$ cat config.mk
export PLATFORM = sky130hd
export DESIGN_NAME = hiccup_seq
export DESIGN_NICKNAME = d
export VERILOG_FILES = /design/src/rtl/hiccup_pkg.sv /design/src/rtl/hiccup_trip_filter.sv /design/src/rtl/hiccup_hv_keeper.sv /design/src/rtl/hiccup_supply_fsm.sv /design/src/rtl/hiccup_seq.sv
export SDC_FILE = /design/constraint.sdc
export NUM_CORES = 1
export LEC_CHECK = 0
export BUFFER_PORTS_ARGS = -buffer_cell sky130_fd_sc_hd__buf_4
export CORE_AREA = 2 2 39 41
export DETAILED_ROUTE_END_ITERATION = 6
export DIE_AREA = 0 0 41 43
export PLACE_DENSITY = 0.41
export SLEW_MARGIN = 25
export SYNTH_ARGS = -nofsm -noshare
export SYNTH_HDL_FRONTEND = slang
export SYNTH_SLANG_ARGS = --single-unit
$ cat constraint.sdc
create_clock -name clk -period 2 [get_ports clk]
set_clock_uncertainty 0.1 [all_clocks]
set_input_delay 0.1 -clock clk [delete_from_list [all_inputs] [get_ports clk]]
set_output_delay 0.1 -clock clk [all_outputs]
set_load 0.1 [all_outputs]
$ cat src/rtl/hiccup_pkg.sv
package hiccup_pkg;

  typedef enum logic [1:0] {
    SUP_CHARGE = 2'd0,
    SUP_RUN    = 2'd1,
    SUP_LATCH  = 2'd2,
    SUP_DRAIN  = 2'd3
  } sup_state_e;

endpackage

$ cat src/rtl/hiccup_trip_filter.sv
module hiccup_trip_filter #(
  parameter int unsigned TRIP_CONFIRM = 2
) (
  input  logic clk,
  input  logic rst_n,
  input  logic arm_i,
  input  logic oc_trip_i,
  input  logic bo_fault_i,
  input  logic cyc_end_i,
  output logic fault_o
);

  logic seen_q;
  logic seen_d;
  logic seen_en;
  logic hit;
  logic oc_stop;

  // trip seen since the last strobe
  always_comb begin
    hit     = seen_q | oc_trip_i;
    seen_en = ~arm_i | cyc_end_i | oc_trip_i;
    seen_d  = arm_i & ~cyc_end_i & oc_trip_i;
  end

  always_ff @(posedge clk or negedge rst_n) begin
    if (!rst_n) begin
      seen_q <= 1'b0;
    end else if (seen_en) begin
      seen_q <= seen_d;
    end
  end

  generate
    if (TRIP_CONFIRM <= 1) begin : g_single
      assign oc_stop = arm_i & cyc_end_i & hit;
    end else begin : g_count
      localparam int unsigned CW = $clog2(TRIP_CONFIRM);
      localparam logic [CW-1:0] LAST = CW'(TRIP_CONFIRM - 1);

      logic [CW-1:0] cnt_q;
      logic [CW-1:0] cnt_d;
      logic          cnt_en;

      // consecutive tripping cycles; nonzero means warning
      always_comb begin
        cnt_en = ~arm_i | cyc_end_i;
        if (~arm_i | ~hit | (cnt_q == LAST)) begin
          cnt_d = '0;
        end else begin
          cnt_d = cnt_q + 1'b1;
        end
        oc_stop = arm_i & cyc_end_i & hit & (cnt_q == LAST);
      end

      always_ff @(posedge clk or negedge rst_n) begin
        if (!rst_n) begin
          cnt_q <= '0;
        end else if (cnt_en) begin
          cnt_q <= cnt_d;
        end
      end
    end
  endgenerate

  assign fault_o = arm_i & (bo_fault_i | oc_stop);

endmodule

$ cat src/rtl/hiccup_hv_keeper.sv
module hiccup_hv_keeper (
  input  logic clk,
  input  logic rst_n,
  input  logic run_i,
  input  logic vcc_on_i,
  input  logic vcc_low_i,
  output logic keep_o
);

  logic keep_q;
  logic keep_d;
  logic keep_en;

  // recharge hysteresis while running; turn-on level wins
  always_comb begin
    keep_en = ~run_i | vcc_on_i | vcc_low_i;
    keep_d  = run_i & ~vcc_on_i;
  end

  always_ff @(posedge clk or negedge rst_n) begin
    if (!rst_n) begin
      keep_q <= 1'b0;
    end else if (keep_en) begin
      keep_q <= keep_d;
    end
  end

  assign keep_o = keep_q;

endmodule

$ cat src/rtl/hiccup_supply_fsm.sv
module hiccup_supply_fsm
  import hiccup_pkg::*;
(
  input  logic clk,
  input  logic rst_n,
  input  logic fault_i,
  input  logic vcc_on_i,
  input  logic vcc_uvlo_i,
  input  logic vcc_reset_i,
  output logic run_o,
  output logic charge_o,
  output logic gate_en_o
);

  sup_state_e state_q;
  sup_state_e state_d;
  logic       state_en;

  always_comb begin
    state_d = state_q;
    unique case (state_q)
      SUP_CHARGE: if (vcc_on_i) state_d = SUP_RUN;
      SUP_RUN: begin
        if (fault_i) begin
          state_d = vcc_uvlo_i ? SUP_DRAIN : SUP_LATCH;
        end else if (vcc_uvlo_i) begin
          state_d = SUP_CHARGE;
        end
      end
      SUP_LATCH:  if (vcc_uvlo_i) state_d = SUP_DRAIN;
      SUP_DRAIN:  if (vcc_reset_i) state_d = SUP_CHARGE;
      default:    state_d = SUP_CHARGE;
    endcase
    state_en = (state_d != state_q);
  end

  always_ff @(posedge clk or negedge rst_n) begin
    if (!rst_n) begin
      state_q <= SUP_CHARGE;
    end else if (state_en) begin
      state_q <= state_d;
    end
  end

  assign run_o     = (state_q == SUP_RUN);
  assign charge_o  = (state_q == SUP_CHARGE);
  assign gate_en_o = run_o & ~vcc_uvlo_i;

endmodule

$ cat src/rtl/hiccup_seq.sv
module hiccup_seq #(
  parameter int unsigned TRIP_CONFIRM = 2
) (
  input  logic clk,
  input  logic rst_n,
  input  logic oc_trip_i,
  input  logic bo_fault_i,
  input  logic cyc_end_i,
  input  logic vcc_on_i,
  input  logic vcc_low_i,
  input  logic vcc_uvlo_i,
  input  logic vcc_reset_i,
  output logic gate_en_o,
  output logic hvgen_en_o
);

  logic run;
  logic charge;
  logic fault;
  logic keep;

  hiccup_trip_filter #(
    .TRIP_CONFIRM(TRIP_CONFIRM)
  ) u_filter (
    .clk        (clk),
    .rst_n      (rst_n),
    .arm_i      (run),
    .oc_trip_i  (oc_trip_i),
    .bo_fault_i (bo_fault_i),
    .cyc_end_i  (cyc_end_i),
    .fault_o    (fault)
  );

  hiccup_supply_fsm u_fsm (
    .clk         (clk),
    .rst_n       (rst_n),
    .fault_i     (fault),
    .vcc_on_i    (vcc_on_i),
    .vcc_uvlo_i  (vcc_uvlo_i),
    .vcc_reset_i (vcc_reset_i),
    .run_o       (run),
    .charge_o    (charge),
    .gate_en_o   (gate_en_o)
  );

  hiccup_hv_keeper u_keep (
    .clk       (clk),
    .rst_n     (rst_n),
    .run_i     (run),
    .vcc_on_i  (vcc_on_i),
    .vcc_low_i (vcc_low_i),
    .keep_o    (keep)
  );

  assign hvgen_en_o = charge | (run & keep);

endmodule

---- After elaboration in Yosys (flattened, before gate mapping) ----
Cells that the tools add are included.
operators by class
  eq/ne operators ......................... 4
  magnitude comparators ................... 0
  shift operators ......................... 0
  multiplexer cells ....................... 8
  $mul .................................... 0
  add/subtract/negate cells ............... 1
  div/mod/pow operators ................... 0
  bitwise logic cells ..................... 23
  reductions and logical operators ........ 1
operator list
  operator               number
  $mux W2                5
  $and A1 B1 Y1          9
  $or A1 B1 Y1           9
  $pmux W2 S4            1
  $not A1 Y1             5
  $eq A2 B2 Y1 const B   2
  $eq A2 B1 Y1 const B   1
  $logic_not A2 Y1       1
  $mux W1                2
  $ne A2 B2 Y1           1
  $add A1 B1 Y1 const B  1
storage, ports and cells
  memories ................................ 0
  memory bits (writable) .................. 0
  output and inout bits ................... 2
  ROM bits ................................ 0
  latch bits .............................. 0
  flip-flop bits (word level) ............. 5

---- Depth between registers and ports, before layout ----
  word-level depth ........................ 9
  mapped depth ............................ 4

---- Hierarchy ----
A second synthesis with hierarchy kept.
second synthesis, totals
  cell total of the unflattened synthesis .. 24
  area, all modules ....................... 271.5 µm²
modules (own cells, without submodules)
  module              cells an instance  area an instance (µm²)  sequential area each (µm²)  instances
  hiccup_supply_fsm   10                 116.4                   50.0                        1
  hiccup_trip_filter  10                 106.4                   50.0                        1
  hiccup_hv_keeper    3                  41.3                    25.0                        1
  hiccup_seq          1                  7.5                     0.0                         1

---- Least setup slack after synthesis ----
Ideal clock, no wire load.
  path kind ............................... register to output
  from .................................... reg u_fsm.state_q[0]
  to ...................................... out hvgen_en_o
  arrival time ............................ 1870 ps
  cell stages (with the launch flop) ...... 2
  buffers on the path ..................... 0
  slack ................................... -70 ps
  data required time ...................... 1800 ps
  cells stage by stage .................... dfrtp_1 -> a21oi_1
on the way
  word-level cells in the longest chain between the ends .. 3
  elaborated cells on any way between the ends .. 4
RTL lines
  item                    RTL line                 source
  start, declared         hiccup_supply_fsm.sv:15  sup_state_e state_q;
  start signal, assigned  hiccup_supply_fsm.sv:41  state_q <= state_d;
  $eq A2 B1 Y1            hiccup_supply_fsm.sv:45  assign run_o = (state_q == SUP_RUN);
  $and A1 B1 Y1           hiccup_seq.sv:55         assign hvgen_en_o = charge | (run & keep);
  $or A1 B1 Y1 (*)        hiccup_seq.sv:55
  end, declared           hiccup_seq.sv:14         output logic hvgen_en_o
Every way passes the cells marked *; elsewhere a longest branch is shown, timed or not.

---- Final worst setup path ----
  from .................................... reg u_filter.seen_q
  to ...................................... reg u_fsm.state_q[0]
on the way
  word-level cells in the longest chain between the ends .. 8
RTL lines
  item                             RTL line                  source
  start, declared                  hiccup_trip_filter.sv:13  logic seen_q;
  start signal, assigned           hiccup_trip_filter.sv:30  seen_q <= seen_d;
  $or A1 B1 Y1 (*)                 hiccup_trip_filter.sv:21  hit = seen_q | oc_trip_i;
  $and A1 B1 Y1 (*) (2 in series)  hiccup_trip_filter.sv:53  oc_stop = arm_i & cyc_end_i & hit & (cnt_q == LAST);
  $or A1 B1 Y1 (*)                 hiccup_trip_filter.sv:66  assign fault_o = arm_i & (bo_fault_i | oc_stop);
  $and A1 B1 Y1 (*)                hiccup_trip_filter.sv:66
  $mux W2 (*)                      hiccup_supply_fsm.sv:24   if (fault_i) begin
  $pmux W2 S4 (*)                  hiccup_supply_fsm.sv:21   unique case (state_q)
  $ne A2 B2 Y1                     hiccup_supply_fsm.sv:34   state_en = (state_d != state_q);
Marked as above.
A chain may end at the register's enable or synchronous reset.

==> results by group <==
Die
  – Chip height: 43 um
  – IO Pins: 11
  – Chip width: 41 um
  – Die Outline Area: 0.001763 mm^2
  – Initial core utilization: 18.54%
  – Core Rows: 14
  – Floorplan Core Area: 0.001384 mm^2

Setup path
  – Register-to-Register Setup Slack: 450 ps
  – Destination of the worst register-to-register timing path: u_fsm.state_q[0]
  – Kind of start point of the critical path: flop
  – Critical path arrival: 1560 ps
  – Critical path class: flop to flop
  – Required time of the critical path: 2010 ps
  – Worst-path maximum fanout: 3
  – Crit. End Element: flop
  – Worst r2r src: u_filter.seen_q
  – Number of cells traversed by the worst register-to-register path: 4

Power
  – PnR Total Power: 566.7 uW
  – IR drop worst, VDD: 363.3 uV
  – Pleak: 0.0001877 uW
  – Pwr Density: 1368 mW/mm^2

Yosys
  – Average instance area after synthesis: 11.15 um^2
  – Ys async rst share: 100.0%
  – Syn Std Cell Area: 256.5 um^2
  – Biggest area consumer among synthesized cells: sky130_fd_sc_hd__dfrtp_1
  – Number of warnings reported in the yosys synthesis log: 0
  – Total nets after synthesis: 32
  – Fraction of synthesized cell area taken by the top area cell type: 48.78%
  – Dominant register cell in the synthesized netlist: sky130_fd_sc_hd__dfrtp_1
  – Top cells by count, synth: 5 x sky130_fd_sc_hd__dfrtp_1, 3 x sky130_fd_sc_hd__nand2_1, 3 x sky130_fd_sc_hd__nor2_1
  – Register area share after synthesis: 48.78%
  – Most instantiated library cell after synthesis: sky130_fd_sc_hd__dfrtp_1
  – Number of cells produced by synthesis: 23
  – Number of flops mapped to enable cells by yosys: 0
  – Flops & latches, synth: 5
  – Main area contributors after synthesis: sky130_fd_sc_hd__dfrtp_1 49%, sky130_fd_sc_hd__mux4_2 8.8%, sky130_fd_sc_hd__a31oi_4 8.3%
  – Post-synth cell types: 14

Global routing
  – Number of antenna violations at the first check in global routing: 0
  – Overflow after GRT: 0
  – Vias in the first global route: 237
  – Pin count of the biggest net entering global routing: 6
  – Gr usage total: 8.669%
  – First-pass GRT wire length: 945 um

Worst hold path
  – Worst hold path endpoint: u_keep.keep_o
  – Hold path startpoint: vcc_low_i
  – Number of cells traversed by the worst hold path: 3
  – Worst min path class: primary input to flop

Cells and area
  – Area delta synth->final: 61.46%
  – Layout cells sized above 1: 47.50%
  – Inserted Diodes: 0
  – Combined area of the multi-input logic cells: 130.1 um^2
  – Final instance count without filler cells: 56
  – Final Net Count: 50
  – Filler cells: 147
  – Total area of sequential cells: 125.1 um^2

Routing
  – Post-route DRC violation count: 0
  – Via density per instance: 4.071
  – Iter 0 DRT Violations: 1
  – Total wire length after detailed routing: 552 um
  – Via count: 228
  – Number of iterations in the first detailed-routing pass: 2
  – Post-DRT Antenna Nets: 0
  – Post-detailed-route wirelength per cell: 9.857 um

STA
  – Headroom to the max-slew limit: 81.64%
  – Final setup viols: 0
  – WHS: 32.13 ps
  – Final-report hold violation count: 0
  – Setup Total Neg Slack: 0 ps
  – Worst Tran Pin Value: 277.7 ps
  – Unrepaired setup endpoints after global routing: no
  – Number of max-slew violations in the final report: 0
  – Minimum clock period after layout: 1548 ps
  – Period utilisation layout: 77.42%
  – Peak Freq: 645.8 MHz

Placement
  – Cell total after placement: 49
  – Port Buffers: 10
  – Detailed placer's ending HPWL: 427 um
  – Final GP Congestion: 0.6389

Run status
  – Outcome: finished, final reports clean

Clock tree
  – TritonCTS clock tree: built
  – Maximum root-to-sink buffer count: 2
  – Number of CTS-inserted buffers: 3
  – Skew-Pair Late Insertion Delay: 240 ps
  – Number of H-tree branching levels: 1
  – Resized Gates After CTS: 0
  – Count of clock tree sinks: 5
  – CTS root buf: sky130_fd_sc_hd__clkbuf_4
  – Clock transition at path regs: 40 ps

Run
  – Count of maximum capacitance violations: 0
worst max path at each step:
stage | start | end | slack [ps] | cells past startpoint
final | u_filter.seen_q | u_fsm.state_q[0] | 450 | 4
after global routing | u_fsm.state_q[1] | gate_en_o | 390 | 3
after CTS | u_filter.seen_q | u_fsm.state_q[0] | 440 | 4
after detailed placement | u_filter.seen_q | u_fsm.state_q[0] | 450 | 4
after global placement | u_filter.seen_q | u_fsm.state_q[0] | 470 | 4
after floorplan | u_fsm.state_q[1] | gate_en_o | 400 | 2
timing repair:
item | CTS | global route
setup buffers | 0 | 0
hold buffers | 3 | 0
hold endpoints to repair | 7 | 0
state kept, by name (all words and copies together), names as in the netlist:
signal	count
u_filter.g_count.cnt_q	1
u_filter.seen_q	1
u_fsm.state_q	2
u_keep.keep_o	1
where the power goes:
group / internal, uW / switching, uW / leakage, uW / total (uW)
Sequential: 134 / 34.0 / 0.0000647 / 168
Combinational: 89.5 / 193 / 0.000108 / 282
Clock: 75.4 / 41.1 / 0.0000150 / 116
metrics by stage:
stage / setup WS, ps / util, % / cell area, um^2
floorplan: 401.2 / - / 262.8
global placement: 474.8 / 25.86 / 357.8
detailed placement: 447.1 / 25.86 / 357.8
CTS: 439.4 / 29.93 / 414.1
global route: 390.6 / 29.93 / 414.1
finish: 451.5 / 29.93 / 414.1
layout make-up:
cell class	count	share of cell area, %
Multi-Input combinational cell	16	31.42
Clock buffer	4	6.344
Tap cell	16	4.834
Inverter	2	1.813
Timing Repair Buffer	13	25.38
Sequential cell	5	30.21
worst max-delay path: stages (launching register included):
cell and delay (ps):
sky130_fd_sc_hd__dfrtp_1 360, sky130_fd_sc_hd__or2_4 250, sky130_fd_sc_hd__a31oi_4 190, sky130_fd_sc_hd__xor2_1 80, sky130_fd_sc_hd__mux4_2 450
layout by cell type (no fill, tap or decap), types with 2 or more instances in the layout:
master	count
sky130_fd_sc_hd__buf_4	10
sky130_fd_sc_hd__dlygate4sd3_1	3
sky130_fd_sc_hd__inv_1	2
sky130_fd_sc_hd__dfrtp_1	5
sky130_fd_sc_hd__nand2_1	3
sky130_fd_sc_hd__clkbuf_4	3
sky130_fd_sc_hd__nor2_1	2
routing by layer:
metal	global-route usage, %	share of wire [%]	vias up	wire (um)
li1	-	-	110	-
met1	9.121	41	107	228
met2	11.56	47	11	261
met3	7.853	11	0	62
met4	4.000	0	0	0
met5	0	0	-	0
cells by family (layout without fill, tap and decap cells):
| family | after synthesis | count (layout) | share of synthesized area (%) |
|---|---|---|---|
| AO/OA/AOI/OAI | 3 | 3 | 12.19 |
| XOR/XNOR | 1 | 1 | 3.415 |
| buffers and inverters | 2 | 19 | 2.928 |
| flip-flops | 5 | 5 | 48.78 |
| multiplexers | 2 | 2 | 13.17 |
| AND/OR/NAND/NOR | 10 | 10 | 19.51 |
No activity file was read; power rests on OpenSTA's default activity.
